[src/rtl/irqc_pkg.sv]
package irqc_pkg;
    parameter int NUM_EXT    = 4;
    parameter int NUM_INT    = 14;
    parameter int NUM_VEC    = 10;
    parameter int LEVEL_PINS = 2;
    parameter int NUM_LVL    = 4;
    parameter int ADDR_W     = 8;
    parameter int VEC_BASE   = 3;
    parameter int VEC_STEP   = 8;
    parameter int CFG_W      = 3;
    localparam int VIDX_W    = $clog2(NUM_VEC);

    typedef enum logic [1:0] {
        LVL_NONE = 2'd0,
        LVL_LOW  = 2'd1,
        LVL_HIGH = 2'd2,
        LVL_TOP  = 2'd3
    } lvl_t;

    typedef enum logic [CFG_W-1:0] {
        TRG_RISE = 3'd0,
        TRG_FALL = 3'd1,
        TRG_BOTH = 3'd2,
        TRG_HIGH = 3'd3,
        TRG_LOW  = 3'd4
    } trg_t;

    function automatic int src_vec(input int i);
        case (i)
            0:          return 2;
            1:          return 3;
            2:          return 4;
            3, 4:       return 5;
            5, 6:       return 6;
            7, 8:       return 7;
            9, 10, 11:  return 8;
            default:    return 9;
        endcase
    endfunction

    function automatic lvl_t vec_level(input int v, input logic pri);
        if (v < LEVEL_PINS) return pri ? LVL_TOP : LVL_LOW;
        return pri ? LVL_HIGH : LVL_LOW;
    endfunction
endpackage

[src/rtl/irqc_ext_trig.sv]
module irqc_ext_trig
    import irqc_pkg::*;
#(
    parameter bit LEVEL_PIN = 1'b1
) (
    input  logic             clk,
    input  logic             rst_n,
    input  logic             pin,
    input  logic [CFG_W-1:0] mode,
    input  logic             clr,
    output logic             pend
);
    logic s1, s2, prev, flag;
    logic rise, fall, hit, edge_mode, lvl_mode, lvl_act;

    assign rise = s2 & ~prev;
    assign fall = ~s2 & prev;

    always_comb begin
        hit = 1'b0;
        edge_mode = 1'b0;
        lvl_mode = 1'b0;
        lvl_act = 1'b0;
        case (mode)
            TRG_RISE: begin edge_mode = 1'b1; hit = rise; end
            TRG_FALL: begin edge_mode = 1'b1; hit = fall; end
            TRG_BOTH: if (!LEVEL_PIN) begin edge_mode = 1'b1; hit = rise | fall; end
            TRG_HIGH: if (LEVEL_PIN) begin lvl_mode = 1'b1; lvl_act = s2; end
            TRG_LOW:  if (LEVEL_PIN) begin lvl_mode = 1'b1; lvl_act = ~s2; end
            default: ;
        endcase
    end

    always_ff @(posedge clk or negedge rst_n) begin
        if (!rst_n) begin
            s1 <= 1'b0;
            s2 <= 1'b0;
            prev <= 1'b0;
            flag <= 1'b0;
        end else begin
            s1 <= pin;
            s2 <= s1;
            prev <= s2;
            if (!edge_mode)  flag <= 1'b0;
            else if (hit)    flag <= 1'b1;
            else if (clr)    flag <= 1'b0;
        end
    end

    assign pend = lvl_mode ? lvl_act : flag;
endmodule

[src/rtl/irqc_src_latch.sv]
module irqc_src_latch
    import irqc_pkg::*;
(
    input  logic               clk,
    input  logic               rst_n,
    input  logic [NUM_INT-1:0] src,
    input  logic [NUM_VEC-1:0] clr_vec,
    output logic [NUM_VEC-1:0] vec_pend
);
    logic [NUM_INT-1:0] flag;

    for (genvar i = 0; i < NUM_INT; i++) begin : g_src
        always_ff @(posedge clk or negedge rst_n) begin
            if (!rst_n)                  flag[i] <= 1'b0;
            else if (src[i])             flag[i] <= 1'b1;
            else if (clr_vec[src_vec(i)]) flag[i] <= 1'b0;
        end
    end

    always_comb begin
        vec_pend = '0;
        for (int i = 0; i < NUM_INT; i++) begin
            if (flag[i]) vec_pend[src_vec(i)] = 1'b1;
        end
    end
endmodule

[src/rtl/irqc_arbiter.sv]
module irqc_arbiter
    import irqc_pkg::*;
(
    input  logic [NUM_VEC-1:0] pend,
    input  logic [NUM_VEC-1:0] en,
    input  logic [NUM_VEC-1:0] pri,
    input  lvl_t               cur_lvl,
    output logic               win_valid,
    output logic [VIDX_W-1:0]  win_idx,
    output lvl_t               win_lvl
);
    lvl_t lvl_v [NUM_VEC];

    for (genvar g = 0; g < NUM_VEC; g++) begin : g_lvl
        assign lvl_v[g] = vec_level(g, pri[g]);
    end

    always_comb begin
        win_valid = 1'b0;
        win_idx = '0;
        win_lvl = LVL_NONE;
        for (int v = NUM_VEC - 1; v >= 0; v--) begin
            if (pend[v] && en[v] && (lvl_v[v] > cur_lvl) && (lvl_v[v] >= win_lvl)) begin
                win_valid = 1'b1;
                win_idx = VIDX_W'(v);
                win_lvl = lvl_v[v];
            end
        end
    end
endmodule

[src/rtl/irqc_lvl_stack.sv]
module irqc_lvl_stack
    import irqc_pkg::*;
(
    input  logic clk,
    input  logic rst_n,
    input  logic push,
    input  lvl_t push_lvl,
    input  logic pop,
    output lvl_t cur_lvl
);
    logic [NUM_LVL-1:1] in_svc, in_svc_d;

    always_comb begin
        cur_lvl = LVL_NONE;
        for (int l = 1; l < NUM_LVL; l++) begin
            if (in_svc[l]) cur_lvl = lvl_t'(l);
        end
    end

    always_comb begin
        in_svc_d = in_svc;
        if (pop && cur_lvl != LVL_NONE) in_svc_d[cur_lvl] = 1'b0;
        if (push && push_lvl != LVL_NONE) in_svc_d[push_lvl] = 1'b1;
    end

    always_ff @(posedge clk or negedge rst_n) begin
        if (!rst_n) in_svc <= '0;
        else        in_svc <= in_svc_d;
    end
endmodule

[src/rtl/irq_vector_ctrl.sv]
module irq_vector_ctrl
    import irqc_pkg::*;
(
    input  logic                     clk,
    input  logic                     rst_n,
    input  logic [NUM_EXT-1:0]       ext_pin,
    input  logic [NUM_INT-1:0]       int_src,
    input  logic [NUM_VEC-1:0]       vec_en,
    input  logic [NUM_VEC-1:0]       vec_pri,
    input  logic [NUM_EXT*CFG_W-1:0] trig_cfg,
    input  logic                     irq_ack,
    input  logic                     irq_ret,
    output logic                     irq_req,
    output logic [ADDR_W-1:0]        irq_vec_addr
);
    typedef enum logic [0:0] {S_IDLE, S_ASSERT} st_t;

    st_t               state_q, state_d;
    logic [VIDX_W-1:0] vidx_q, vidx_d;
    lvl_t              vlvl_q, vlvl_d;
    logic              ack_fire;

    logic [NUM_EXT-1:0] ext_pend;
    logic [NUM_VEC-1:0] int_pend, vec_pend, clr_vec;
    logic               win_valid;
    logic [VIDX_W-1:0]  win_idx;
    lvl_t               win_lvl;
    lvl_t               cur_lvl;

    for (genvar v = 0; v < NUM_VEC; v++) begin : g_clr
        assign clr_vec[v] = ack_fire && (vidx_q == VIDX_W'(v));
    end

    for (genvar p = 0; p < NUM_EXT; p++) begin : g_ext
        irqc_ext_trig #(.LEVEL_PIN(p < LEVEL_PINS)) u_trig (
            .clk  (clk),
            .rst_n(rst_n),
            .pin  (ext_pin[p]),
            .mode (trig_cfg[p*CFG_W +: CFG_W]),
            .clr  (clr_vec[p]),
            .pend (ext_pend[p])
        );
    end

    irqc_src_latch u_src (
        .clk     (clk),
        .rst_n   (rst_n),
        .src     (int_src),
        .clr_vec (clr_vec),
        .vec_pend(int_pend)
    );

    for (genvar v = 0; v < NUM_VEC; v++) begin : g_merge
        if (v < NUM_EXT) begin : g_with_pin
            assign vec_pend[v] = int_pend[v] | ext_pend[v];
        end else begin : g_no_pin
            assign vec_pend[v] = int_pend[v];
        end
    end

    irqc_arbiter u_arb (
        .pend     (vec_pend),
        .en       (vec_en),
        .pri      (vec_pri),
        .cur_lvl  (cur_lvl),
        .win_valid(win_valid),
        .win_idx  (win_idx),
        .win_lvl  (win_lvl)
    );

    irqc_lvl_stack u_stack (
        .clk     (clk),
        .rst_n   (rst_n),
        .push    (ack_fire),
        .push_lvl(vlvl_q),
        .pop     (irq_ret),
        .cur_lvl (cur_lvl)
    );

    always_comb begin
        state_d = state_q;
        vidx_d = vidx_q;
        vlvl_d = vlvl_q;
        ack_fire = 1'b0;
        unique case (state_q)
            S_IDLE: begin
                if (win_valid) begin
                    state_d = S_ASSERT;
                    vidx_d = win_idx;
                    vlvl_d = win_lvl;
                end
            end
            S_ASSERT: begin
                if (irq_ack) begin
                    ack_fire = 1'b1;
                    state_d = S_IDLE;
                end else if (!win_valid) begin
                    state_d = S_IDLE;
                end else begin
                    vidx_d = win_idx;
                    vlvl_d = win_lvl;
                end
            end
            default: state_d = S_IDLE;
        endcase
    end

    always_ff @(posedge clk or negedge rst_n) begin
        if (!rst_n) begin
            state_q <= S_IDLE;
            vidx_q <= '0;
            vlvl_q <= LVL_NONE;
        end else begin
            state_q <= state_d;
            vidx_q <= vidx_d;
            vlvl_q <= vlvl_d;
        end
    end

    always_comb begin
        irq_req = (state_q == S_ASSERT);
        irq_vec_addr = irq_req ? ADDR_W'(VEC_BASE + int'(vidx_q) * VEC_STEP) : '0;
    end
endmodule

[config.mk]
export PLATFORM = sky130hd
export DESIGN_NAME = irq_vector_ctrl
export DESIGN_NICKNAME = d
export VERILOG_FILES = /design/src/rtl/irqc_pkg.sv /design/src/rtl/irqc_ext_trig.sv /design/src/rtl/irqc_src_latch.sv /design/src/rtl/irqc_arbiter.sv /design/src/rtl/irqc_lvl_stack.sv /design/src/rtl/irq_vector_ctrl.sv
export SDC_FILE = /design/constraint.sdc
export NUM_CORES = 1
export LEC_CHECK = 0
export CORE_ASPECT_RATIO = 1.4
export CORE_MARGIN = 10
export CORE_UTILIZATION = 45
export DETAILED_ROUTE_END_ITERATION = 6
export PLACE_DENSITY = 0.75
export SLEW_MARGIN = 10
export SYNTH_ARGS = -nofsm -noshare
export SYNTH_HDL_FRONTEND = slang
export SYNTH_HIERARCHICAL = 1
export SYNTH_SLANG_ARGS = --single-unit
[constraint.sdc]
create_clock -name clk -period 27.3 [get_ports clk]
set_input_delay 4.095 -clock clk [delete_from_list [all_inputs] [get_ports clk]]
set_output_delay 4.095 -clock clk [all_outputs]
set_load 0.005 [all_outputs]
==> flow_summary_export.csv <==
group,metric,value,unit
timing,setup_viol,0,
logic_synthesis,synth_top_area_share,31.99,%
detailed_routing,dr.pass1.iters,4,
global_route,grt_pass1_wl,12060,um
place,io_buffer_count,60,
place,place_ws,13400,ps
timing,final_hold_viol_count,0,
die,dieWidth,90.48,um
global_route,antenna_found_initial,0,
clock_network,clock_latency,290,ps
logic_synthesis,avgSynthCellArea,9.313,um2
timing,drv_slew,0,
global_route,use_met3,3.103,%
final_layout,n_antenna_cell,0,
pwr,irDropWorstVdd,0.04555,mV
die,core_area,6656,um2
logic_synthesis,synth.most_common_cell,"dfrtp_1",
setup_path,cp_max_fo,7,
timing,slew_headroom,42.14,%
logic_synthesis,synthCells,336,
clock_network,post-cts-setup-buffer-count,0,
setup_path,critical_path.most_common_cell,"ha_1",
die,ios,63,
final_layout,final_cells,488,
logic_synthesis,synth_cell_types,62,
detailed_routing,ant_nets,0,
global_route,grt_overflow_total,0,
hold_path,hold_class,"reg2reg",
detailed_routing,drt_wl_total,7101,um
global_route,grt_max_degree,41,
logic_synthesis,synth_area_leaders,"dfrtp_1 (32%), ha_1 (13%), a21o_1 (4.1%)",
timing,tightest_slew,867.9,ps
global_route,top_usage_layer,"met2",
setup_path,crit_arrival,13880,ps
setup_path,crit_path_end_kind,"register",
global_route,grt_pass1_vias,2724,
pwr,cellPowerDensity,100.8,nW/um2
detailed_routing,wire_per_inst,14.55,um
final_layout,nFillCells,613,
final_layout,seq_area,1001,um2
timing,rsz0062_at_grt,"no",
final_layout,areaGrowthSynthToFinish,24.19,%
clock_network,cts_hold_repair.buffers,0,
timing,max_freq,0.07296,GHz
logic_synthesis,synthArstFlopShare,100.0,%
place,gp_congestion,0.8168,
place,dp_hpwl,5853,um
timing,clock_skew,11.02,ps
place,place_inst,480,
logic_synthesis,netlist_top_cells_count,"dfrtp_1 (40), ha_1 (33), inv_1 (29)",
pwr,total_power,0.3915,mW
final_layout,layout.nets,482,
clock_network,htreeDepth,2,
logic_synthesis,synth_seq_cells,40,
timing,setup_tns,0,ps
run_status,outcome,"finished clean",
die,dieArea,10740,um2
logic_synthesis,ys_warn_count,6,
clock_network,clk_pin_slew,70,ps
timing,fin_crit,13710,ps
timing,setup_slack,13590,ps
clock_network,clock_sinks,40,
setup_path,cpMaxStageDelayCell,"clkdlybuf4s50_1",
logic_synthesis,ys_seq_area_share,31.99,%
global_route,grt_util_all_layers,13.19,%
die,row_count,35,
setup_path,worst_ep_required_time,27470,ps
setup_path,critPathKind,"in2reg",
logic_synthesis,synth_top_cell_by_area,"dfrtp_1",
logic_synthesis,synthFlopType,"dfrtp_1",
clock_network,cts_buffer_depth,2,
pwr,p_leak,1.608,nW
detailed_routing,drtIter0Drc,81,
clock_network,clockRootBuffer,"clkbuf_8",
global_route,grt_util_met1,14.20,%
setup_path,critPathLaunchType,"input port",
setup_path,cpPeakStageDelay,530,ps
detailed_routing,drcViolationCount,0,
die,die_h,118.7,um
run,maxCapViolations,0,
die,start_util,47.01,%
clock_network,cts_tree,"built",
global_route,use_met2,23.65,%
logic_synthesis,synth_edf_count,0,
final_layout,drive_gt1_share,12.12,%
setup_path,r2r_setup_slack,16980,ps
clock_network,cts_made_buffers,5,
final_layout,multi_input_area,1951,um2
logic_synthesis,netlist_area,3129,um2
clock_network,cts_resized,0,
timing,fin_crit_sh,50.21,%
detailed_routing,viasPerCell,5.426,
detailed_routing,dr_total_vias,2648,
per-stage QoR:
| step | area [um2] | hold slack, ps | util (%) |
|---|---|---|---|
| 2_1_floorplan | 3137 | 331.2 | - |
| 3_3_place_gp | 3779 | 333.6 | 56.77 |
| 3_5_place_dp | 3779 | 335.6 | 56.77 |
| 4_1_cts | 3886 | 352.4 | 58.38 |
| 5_1_grt | 3886 | 357.9 | 58.38 |
| 6_report | 3886 | 349.1 | 58.38 |
cells in the final DEF, fill, tap and decap left out, drive strengths merged, types with 3 or more instances in the layout:
| cell | n |
|---|---|
| clkdlybuf4s50 | 59 |
| dfrtp | 40 |
| ha | 33 |
| inv | 29 |
| nor2 | 27 |
| nand2 | 18 |
| a21o | 18 |
| nor2b | 14 |
| nor3 | 13 |
| nand2b | 12 |
| or2 | 12 |
| a21oi | 10 |
| o21ai | 9 |
| and2 | 8 |
| nand3 | 7 |
| o2111ai | 7 |
| mux2 | 6 |
| clkbuf | 6 |
| nor3b | 6 |
| a221oi | 6 |
| a211oi | 5 |
| conb | 4 |
| o211ai | 4 |
| and3 | 4 |
| nand4 | 3 |
| o2111a | 3 |
layer usage:
metal	part of all wire, %	vias to the layer above
met1	41	1255
met4	2.7	0
li1	-	1321
met2	52	59
met5	0	-
met3	4.2	13
path summary, 6_finish.rpt:
kind / start / endpoint / depth (start not counted)
setup / recovery: vec_pri[9] / vlvl_q[0] / 48
hold / removal: g_ext[1].u_trig/s1 / g_ext[1].u_trig/s2 / 0
setup reg to reg: u_stack/in_svc[3] / vlvl_q[0] / 50
hold reg to reg: g_ext[1].u_trig/s1 / g_ext[1].u_trig/s2 / 0
max in group asynchronous: rst_n / u_src/flag[2] / 1
min in group asynchronous: rst_n / u_src/flag[6] / 1
sequential cells by signal, indices dropped and copies added, names as in the netlist:
| signal | count |
|---|---|
| irq_req | 1 |
| g_ext.u_trig/s1 | 4 |
| vlvl_q | 2 |
| u_stack/in_svc | 3 |
| g_ext.u_trig/pend | 2 |
| g_ext.u_trig/flag | 2 |
| vidx_q | 4 |
| g_ext.u_trig/s2 | 4 |
| g_ext.u_trig/prev | 4 |
| u_src/flag | 14 |
power by group:
part | internal, mW | leakage, nW | switching (mW)
Clock | 0.0271 | 0.0552 | 0.0200
Sequential | 0.0694 | 0.443 | 0.0111
Combinational | 0.123 | 1.11 | 0.141
area by class of cell:
| class | instances | area share [%] |
|---|---|---|
| Timing Repair Buffer | 61 | 15.52 |
| Clock buffer | 6 | 1.867 |
| Multi-Input combinational cell | 258 | 50.19 |
| Inverter | 29 | 2.801 |
| Tap cell | 92 | 2.962 |
| Clock inverter | 2 | 0.9015 |
| Sequential cell | 40 | 25.76 |
kinds of logic (layout without fill, tap and decap cells):
logic type / Yosys count / after routing / synth area share (%)
DFF: 40 / 40 / 31.99
muxes: 7 / 7 / 2.479
adders and majority gates: 34 / 34 / 13.55
and+or+nand+nor: 133 / 133 / 24.51
other: 2 / 4 / 0.2400
AOI/OAI and AO/OA: 80 / 80 / 21.31
buffers and inverters: 40 / 98 / 5.917
worst max-delay path: cells and delay by family:
family                   cells  cell delay [ps]
adder cells (fa/ha/maj)      9             2420
AO/OA/AOI/OAI               12             2940
AND/OR/NAND/NOR             22             3230
multiplexers                 2              530
buffers and inverters        3              630
No activity file was read; power rests on OpenSTA's default activity.
